[config.mk]
export PLATFORM = sky130hd
export DESIGN_NAME = squash_redirect_gen
export DESIGN_NICKNAME = d
export VERILOG_FILES = /design/src/rtl/sqr_pkg.sv /design/src/rtl/sqr_age_arbiter.sv /design/src/rtl/sqr_msg_former.sv /design/src/rtl/sqr_event_counter.sv /design/src/rtl/squash_redirect_gen.sv
export SDC_FILE = /design/constraint.sdc
export NUM_CORES = 1
export LEC_CHECK = 0
export BUFFER_PORTS_ARGS = -buffer_cell sky130_fd_sc_hd__buf_2
export CAP_MARGIN = 20
export CORE_ASPECT_RATIO = 1.25
export CORE_UTILIZATION = 49
export DETAILED_ROUTE_END_ITERATION = 10
export HOLD_SLACK_MARGIN = 0.02
export PLACE_DENSITY = 0.81
export SYNTH_ARGS = -nofsm -noshare
export SYNTH_HDL_FRONTEND = slang
export SYNTH_SLANG_ARGS = --single-unit
[constraint.sdc]
create_clock -name clk -period 6.19 [get_ports clk]
set_input_delay 0.3095 -clock clk [delete_from_list [all_inputs] [get_ports clk]]
set_output_delay 0.3095 -clock clk [all_outputs]
set_load 0.05 [all_outputs]
[src/rtl/sqr_pkg.sv]
package sqr_pkg;
    // Cause encoding on ev_is_mem
    typedef enum logic {
        CAUSE_BRANCH = 1'b0,
        CAUSE_MEMORY = 1'b1
    } sqr_cause_e;
endpackage

[src/rtl/sqr_age_arbiter.sv]
// Age arbiter: selects the valid request with the smallest sequence number.
// Ties go to a branch over a memory event, then to the lower port index.
// Assumes sequence numbers do not wrap within the window in flight.
module sqr_age_arbiter #(
    parameter int NUM_PORTS = 2,
    parameter int SEQ_W     = 16,
    parameter int IDX_W     = 1
) (
    input  logic [NUM_PORTS-1:0]       req,
    input  logic [NUM_PORTS-1:0]       is_mem,
    input  logic [NUM_PORTS*SEQ_W-1:0] seq,
    output logic                       any,
    output logic [IDX_W-1:0]           idx
);
    import sqr_pkg::*;

    logic             ch_any [0:NUM_PORTS];
    logic [IDX_W-1:0] ch_idx [0:NUM_PORTS];
    logic [SEQ_W-1:0] ch_seq [0:NUM_PORTS];
    logic             ch_mem [0:NUM_PORTS];

    assign ch_any[0] = 1'b0;
    assign ch_idx[0] = '0;
    assign ch_seq[0] = '0;
    assign ch_mem[0] = 1'b0;

    // One compare stage per port along a linear chain
    for (genvar i = 0; i < NUM_PORTS; i++) begin : g_stage
        logic [SEQ_W-1:0] s;
        logic             older;
        logic             tie_win;
        logic             take;
        assign s       = seq[i*SEQ_W +: SEQ_W];
        assign older   = s < ch_seq[i];
        assign tie_win = (s == ch_seq[i]) && (is_mem[i] == CAUSE_BRANCH) && ch_mem[i];
        assign take    = req[i] && (!ch_any[i] || older || tie_win);
        assign ch_any[i+1] = ch_any[i] | req[i];
        assign ch_idx[i+1] = take ? IDX_W'(i) : ch_idx[i];
        assign ch_seq[i+1] = take ? s : ch_seq[i];
        assign ch_mem[i+1] = take ? is_mem[i] : ch_mem[i];
    end

    assign any = ch_any[NUM_PORTS];
    assign idx = ch_idx[NUM_PORTS];
endmodule

[src/rtl/sqr_msg_former.sv]
// Message former: builds the next squash message from the winning event.
// A branch carries the full redirect with direction derived from the target;
// a memory event carries only sequence number and next PC.
module sqr_msg_former #(
    parameter int SEQ_W      = 16,
    parameter int PC_W       = 32,
    parameter int INST_BYTES = 4
) (
    input  logic             win_any,
    input  logic             win_is_mem,
    input  logic [SEQ_W-1:0] win_seq,
    input  logic [PC_W-1:0]  win_pc,
    input  logic [PC_W-1:0]  win_target,
    output logic [SEQ_W-1:0] nx_seq,
    output logic [PC_W-1:0]  nx_mispred_pc,
    output logic [PC_W-1:0]  nx_next_pc,
    output logic             nx_branch,
    output logic             nx_taken
);
    localparam logic [PC_W-1:0] STEP = PC_W'(INST_BYTES);

    logic [PC_W-1:0] fall_through;
    logic            is_branch;

    // Fall-through address and cause decode
    assign fall_through = win_pc + STEP;
    assign is_branch    = win_any && !win_is_mem;

    // Field selection per cause; zero when no event
    always_comb begin
        nx_seq        = win_any ? win_seq : '0;
        nx_next_pc    = win_any ? win_target : '0;
        nx_branch     = is_branch;
        nx_mispred_pc = is_branch ? win_pc : '0;
        nx_taken      = is_branch && (win_target != fall_through);
    end
endmodule

[src/rtl/sqr_event_counter.sv]
// Event counter: wrapping counter bumped by a one-cycle strobe.
module sqr_event_counter #(
    parameter int CNT_W = 16
) (
    input  logic             clk,
    input  logic             rst_n,
    input  logic             bump,
    output logic [CNT_W-1:0] count
);
    // Count strobes; synchronous active-low clear
    always_ff @(posedge clk) begin
        if (!rst_n)    count <= '0;
        else if (bump) count <= count + CNT_W'(1);
    end
endmodule

[src/rtl/squash_redirect_gen.sv]
// Squash redirect generator: arbitrates same-cycle squash events by age,
// registers one message per accepted event, tracks the squashing status
// and counts mispredicted predicted-taken branches and memory violations.
// Assumes event strobes last one cycle and that commit releases squashing.
module squash_redirect_gen #(
    parameter int NUM_PORTS  = 2,
    parameter int SEQ_W      = 16,
    parameter int PC_W       = 32,
    parameter int INST_BYTES = 4,
    parameter int CNT_W      = 16
) (
    input  logic                       clk,
    input  logic                       rst_n,
    input  logic [NUM_PORTS-1:0]       ev_valid,
    input  logic [NUM_PORTS-1:0]       ev_is_mem,
    input  logic [NUM_PORTS-1:0]       ev_pred_taken,
    input  logic [NUM_PORTS*SEQ_W-1:0] ev_seq,
    input  logic [NUM_PORTS*PC_W-1:0]  ev_pc,
    input  logic [NUM_PORTS*PC_W-1:0]  ev_target,
    input  logic                       squash_release,
    output logic                       sq_valid,
    output logic [SEQ_W-1:0]           sq_seq,
    output logic [PC_W-1:0]            sq_mispred_pc,
    output logic [PC_W-1:0]            sq_next_pc,
    output logic                       sq_branch_mispredict,
    output logic                       sq_taken,
    output logic                       squashing,
    output logic [CNT_W-1:0]           cnt_pred_taken_wrong,
    output logic [CNT_W-1:0]           cnt_mem_order
);
    localparam int IDX_W = (NUM_PORTS > 1) ? $clog2(NUM_PORTS) : 1;

    logic             win_any;
    logic [IDX_W-1:0] win_idx;
    logic             win_is_mem;
    logic             win_pred;
    logic [SEQ_W-1:0] win_seq;
    logic [PC_W-1:0]  win_pc;
    logic [PC_W-1:0]  win_target;

    logic [SEQ_W-1:0] nx_seq;
    logic [PC_W-1:0]  nx_mispred_pc;
    logic [PC_W-1:0]  nx_next_pc;
    logic             nx_branch;
    logic             nx_taken;

    logic             bump_pt;
    logic             bump_mem;

    sqr_age_arbiter #(
        .NUM_PORTS(NUM_PORTS), .SEQ_W(SEQ_W), .IDX_W(IDX_W)
    ) u_arb (
        .req(ev_valid), .is_mem(ev_is_mem), .seq(ev_seq),
        .any(win_any), .idx(win_idx)
    );

    // Fetch the winning port's fields
    always_comb begin
        win_is_mem = ev_is_mem[win_idx];
        win_pred   = ev_pred_taken[win_idx];
        win_seq    = ev_seq[win_idx*SEQ_W +: SEQ_W];
        win_pc     = ev_pc[win_idx*PC_W +: PC_W];
        win_target = ev_target[win_idx*PC_W +: PC_W];
    end

    sqr_msg_former #(
        .SEQ_W(SEQ_W), .PC_W(PC_W), .INST_BYTES(INST_BYTES)
    ) u_form (
        .win_any(win_any), .win_is_mem(win_is_mem), .win_seq(win_seq),
        .win_pc(win_pc), .win_target(win_target),
        .nx_seq(nx_seq), .nx_mispred_pc(nx_mispred_pc), .nx_next_pc(nx_next_pc),
        .nx_branch(nx_branch), .nx_taken(nx_taken)
    );

    // Register the outgoing message for one cycle
    always_ff @(posedge clk) begin
        if (!rst_n) begin
            sq_valid             <= 1'b0;
            sq_seq               <= '0;
            sq_mispred_pc        <= '0;
            sq_next_pc           <= '0;
            sq_branch_mispredict <= 1'b0;
            sq_taken             <= 1'b0;
        end else begin
            sq_valid             <= win_any;
            sq_seq               <= nx_seq;
            sq_mispred_pc        <= nx_mispred_pc;
            sq_next_pc           <= nx_next_pc;
            sq_branch_mispredict <= nx_branch;
            sq_taken             <= nx_taken;
        end
    end

    // Squashing status: set by any event, cleared by release when quiet
    always_ff @(posedge clk) begin
        if (!rst_n)              squashing <= 1'b0;
        else if (win_any)        squashing <= 1'b1;
        else if (squash_release) squashing <= 1'b0;
    end

    // Counter strobes for the winning event
    assign bump_pt  = win_any && !win_is_mem && win_pred;
    assign bump_mem = win_any && win_is_mem;

    sqr_event_counter #(.CNT_W(CNT_W)) u_cnt_pt (
        .clk(clk), .rst_n(rst_n), .bump(bump_pt), .count(cnt_pred_taken_wrong)
    );
    sqr_event_counter #(.CNT_W(CNT_W)) u_cnt_mem (
        .clk(clk), .rst_n(rst_n), .bump(bump_mem), .count(cnt_mem_order)
    );
endmodule

==> flow_summary_export.csv <==
group,metric,value,unit
timing,fin_ws,1.27,ns
logic_synthesis,synthCells,888,
global_route,first_global_vias,7333,
global_route,grt_usage,31.1,%
logic_synthesis,synth.area.top_cells,"dfxtp_1 34%, nand2_1 11%, xnor2_1 8.6%",
pwr,report.power.total,2490,uW
logic_synthesis,yosys.cell_types.count,56,
timing,finalHoldViolations,0,
clock_network,clock_latency,0.43,ns
timing,rsz0062_at_grt,"no",
drt,firstDrtPassIters,5,
pwr,switching_share,31.7,%
place,dp_hpwl,17.2,mm
setup_path,cp-start-kind,"input pin",
timing,whs,0.139,ns
hold_path,hold_path.class,"input pin to register",
clock_network,h-tree-depth,4,
timing,fin_skew,0.00584,ns
logic_synthesis,syn_nets,1076,
timing,tightest_slew,0.997,ns
timing,report.final.slew_viol_count,0,
logic_synthesis,synth-seq-area-share,33.9,%
floorplanning,num_rows,47,
pwr,pwr-share-comb,23.4,%
drt,routedWlPerCell,16.9,um
logic_synthesis,yosysMostFrequentCell,"nand2_1",
logic_synthesis,synth-edff-count,0,
logic_synthesis,syn_area,0.00685,mm2
timing,slew_headroom,32.6,%
floorplanning,chipWidth,108,um
clock_network,path_clk_slew,0.06,ns
logic_synthesis,synth_top_area_cell,"dfxtp_1",
pwr,p_switching,788,uW
global_route,antenna_found_initial,1,
timing,min_period,4.92,ns
setup_path,worstPathRequired,6.49,ns
setup_path,crit_start,"ev_valid[0]",
timing,min_period_over_period,79.4,%
setup_path,arrival,5.22,ns
logic_synthesis,ys_top_cells_by_count,"207 x nand2_1, 116 x dfxtp_1, 96 x a21oi_1",
floorplanning,die_h,134,um
floorplanning,core_area,0.0135,mm2
layout,syn_to_final_growth,32.0,%
global_route,grt_pass1_wl,34.9,mm
clock_network,post_cts_resized,0,
logic_synthesis,synthArstFlopShare,0,%
place,port_buffers,284,
logic_synthesis,synthFlopType,"dfxtp_1",
setup_path,end_kind,"register",
flow_run,max_cap_violations,0,
pwr,clkPwrFrac,44.5,%
floorplanning,design.portCount,285,
timing,tns,0,ns
drt,antenna_left,0,
setup_path,r2r_cells,5,
pwr,vdd_drop_max,0.212,mV
drt,wl,22.7,mm
drt,dr_total_vias,7575,
place,gp_congestion,0.944,
logic_synthesis,yosysTopAreaCellShare,33.9,%
drt,remaining_drc_errors,0,
clock_network,post-cts-setup-buffers,0,
clock_network,ctsHoldBuffers,0,
floorplanning,fp.dieArea,0.0145,mm2
setup_path,r2r-start,"u_cnt_mem.count[4]",
drt,via_per_inst,5.64,
floorplanning,initial_core_util,50.9,%
setup_path,crit_fanout,19,
global_route,grt_start_max_net_pins,83,
global_route,gr-total-overflow,0,
setup_path,critPathKind,"input pin to register",
setup_path,r2r_end,"u_cnt_mem.count[15]",
logic_synthesis,yosys_warnings,0,
pwr,leakagePower,0.00423,uW
pwr,p_int,1700,uW
drt,drtIter0Drc,455,
layout,finish.utilization,67.1,%
logic_synthesis,synth.avg_cell_area,7.71,um2
place,dp_slack,0.874,ns
setup_path,cp-endpoint,"sq_taken",
clock_network,tritoncts,"done",
clock_network,cts_root_buf,"clkbuf_16",
timing,fmax,0.203,GHz
timing,setup_viol,0,
layout,finalNetCount,1345,
logic_synthesis,ys_ff_latch,116,
layout,post_route_cells_drive_above_1_share,28.3,%
clock_network,clockBufferDepth,2,
pwr,powerDensity,275,mW/mm2
pwr,power_frac_seq,32.1,%
setup_path,regToRegSetupSlack,4.10,ns
clock_network,numCtsBuffers,17,
clock_network,cts.sinks,116,
run_status,status,"complete, no violations",
cells in the final DEF, fill, tap and decap left out, drive strengths merged, types with 3 or more instances in the layout:
cell,instances
buf,289
and4,5
ha,19
and3,13
a31oi,3
nor2b,7
clkbuf,18
nand2b,7
and2,27
xnor2,67
a21boi,9
nor4,12
nand2,207
clkinv,3
nand3,37
o21ai,13
nor3,15
a21oi,96
or2,3
o22ai,4
nor4b,5
inv,17
nand3b,4
nand4,26
mux2i,20
dfxtp,116
or3,8
o32a,3
nand4b,3
nor2,33
o211ai,5
bufinv,5
xor2,39
power groups by stage:
stage                     clock [uW]  sequential, uW  combinational, uW
after global placement             0             815                571
final                           1110             800                582
after global routing            1160             803                624
after detailed placement           0             815                575
after floorplan                    0             956                240
after CTS                       1120             800                579
through the flow:
step	instance area (um2)	instances
after floorplan	6850	888
after global placement	8380	1309
after detailed placement	8380	1309
after CTS	9040	1341
after global routing	9040	1341
final	9040	1342
worst min path at each step:
| stage | from | cells past startpoint | slack (ns) | to |
|---|---|---|---|---|
| floorplan | ev_pc[0] | 2 | 0.45 | sq_mispred_pc[0] |
| detailed placement | squashing | 2 | 0.47 | squashing |
| global placement | squashing | 2 | 0.46 | squashing |
| CTS | ev_seq[9] | 3 | 0.12 | sq_seq[9] |
| finish | ev_seq[3] | 3 | 0.14 | sq_seq[3] |
| global route | ev_pc[1] | 3 | 0.13 | sq_mispred_pc[1] |
worst max-delay path, stage by stage:
cell and delay [ns]:
buf_2 0.31, nand2_1 0.11, ha_1 0.34, nand4_1 0.15
or4_1 0.59, o32a_1 0.42, o31ai_4 0.21, nand2_1 0.11
nand2_1 0.11, ha_1 0.33, nand3_1 0.19, nor4_1 0.80
nand4_1 0.24, xnor2_1 0.21, mux2i_1 0.09, a21oi_1 0.20
o211ai_1 0.12, nor4_1 0.26, a21oi_1 0.09
state kept, by name, summed over array words and instances (netlist names):
register              cells
sq_mispred_pc            32
sq_next_pc               32
sq_seq                   16
u_cnt_mem.count          16
u_cnt_pt.count           16
sq_branch_mispredict      1
sq_taken                  1
sq_valid                  1
squashing                 1
kinds of logic after synthesis:
logic type,synth area share [%]
AOI/OAI and AO/OA,13.2
and+or+nand+nor,29.6
muxes,3.25
DFF,33.9
buffers and inverters,2.98
adders and majority gates,3.47
xor gates and xnor gates,13.6
metal layers:
layer / track usage, % / up-vias / wire (um)
met3: 7.48 / 76 / 1650
met2: 56.1 / 374 / 11600
met4: 16.4 / 2 / 855
li1: - / 3619 / -
met1: 33.1 / 3504 / 8510
met5: 0 / - / 12
layout make-up:
class | instances | area [um2]
Antenna cell | 1 | 2.50
Clock buffer | 18 | 439
Clock inverter | 14 | 221
Fill cell | 1167 | 4420
Inverter | 13 | 48.8
Multi-Input combinational cell | 720 | 4340
Sequential cell | 116 | 2320
Tap cell | 171 | 214
Timing Repair Buffer | 289 | 1460
Note: power is estimated with default switching activity, not from simulation.
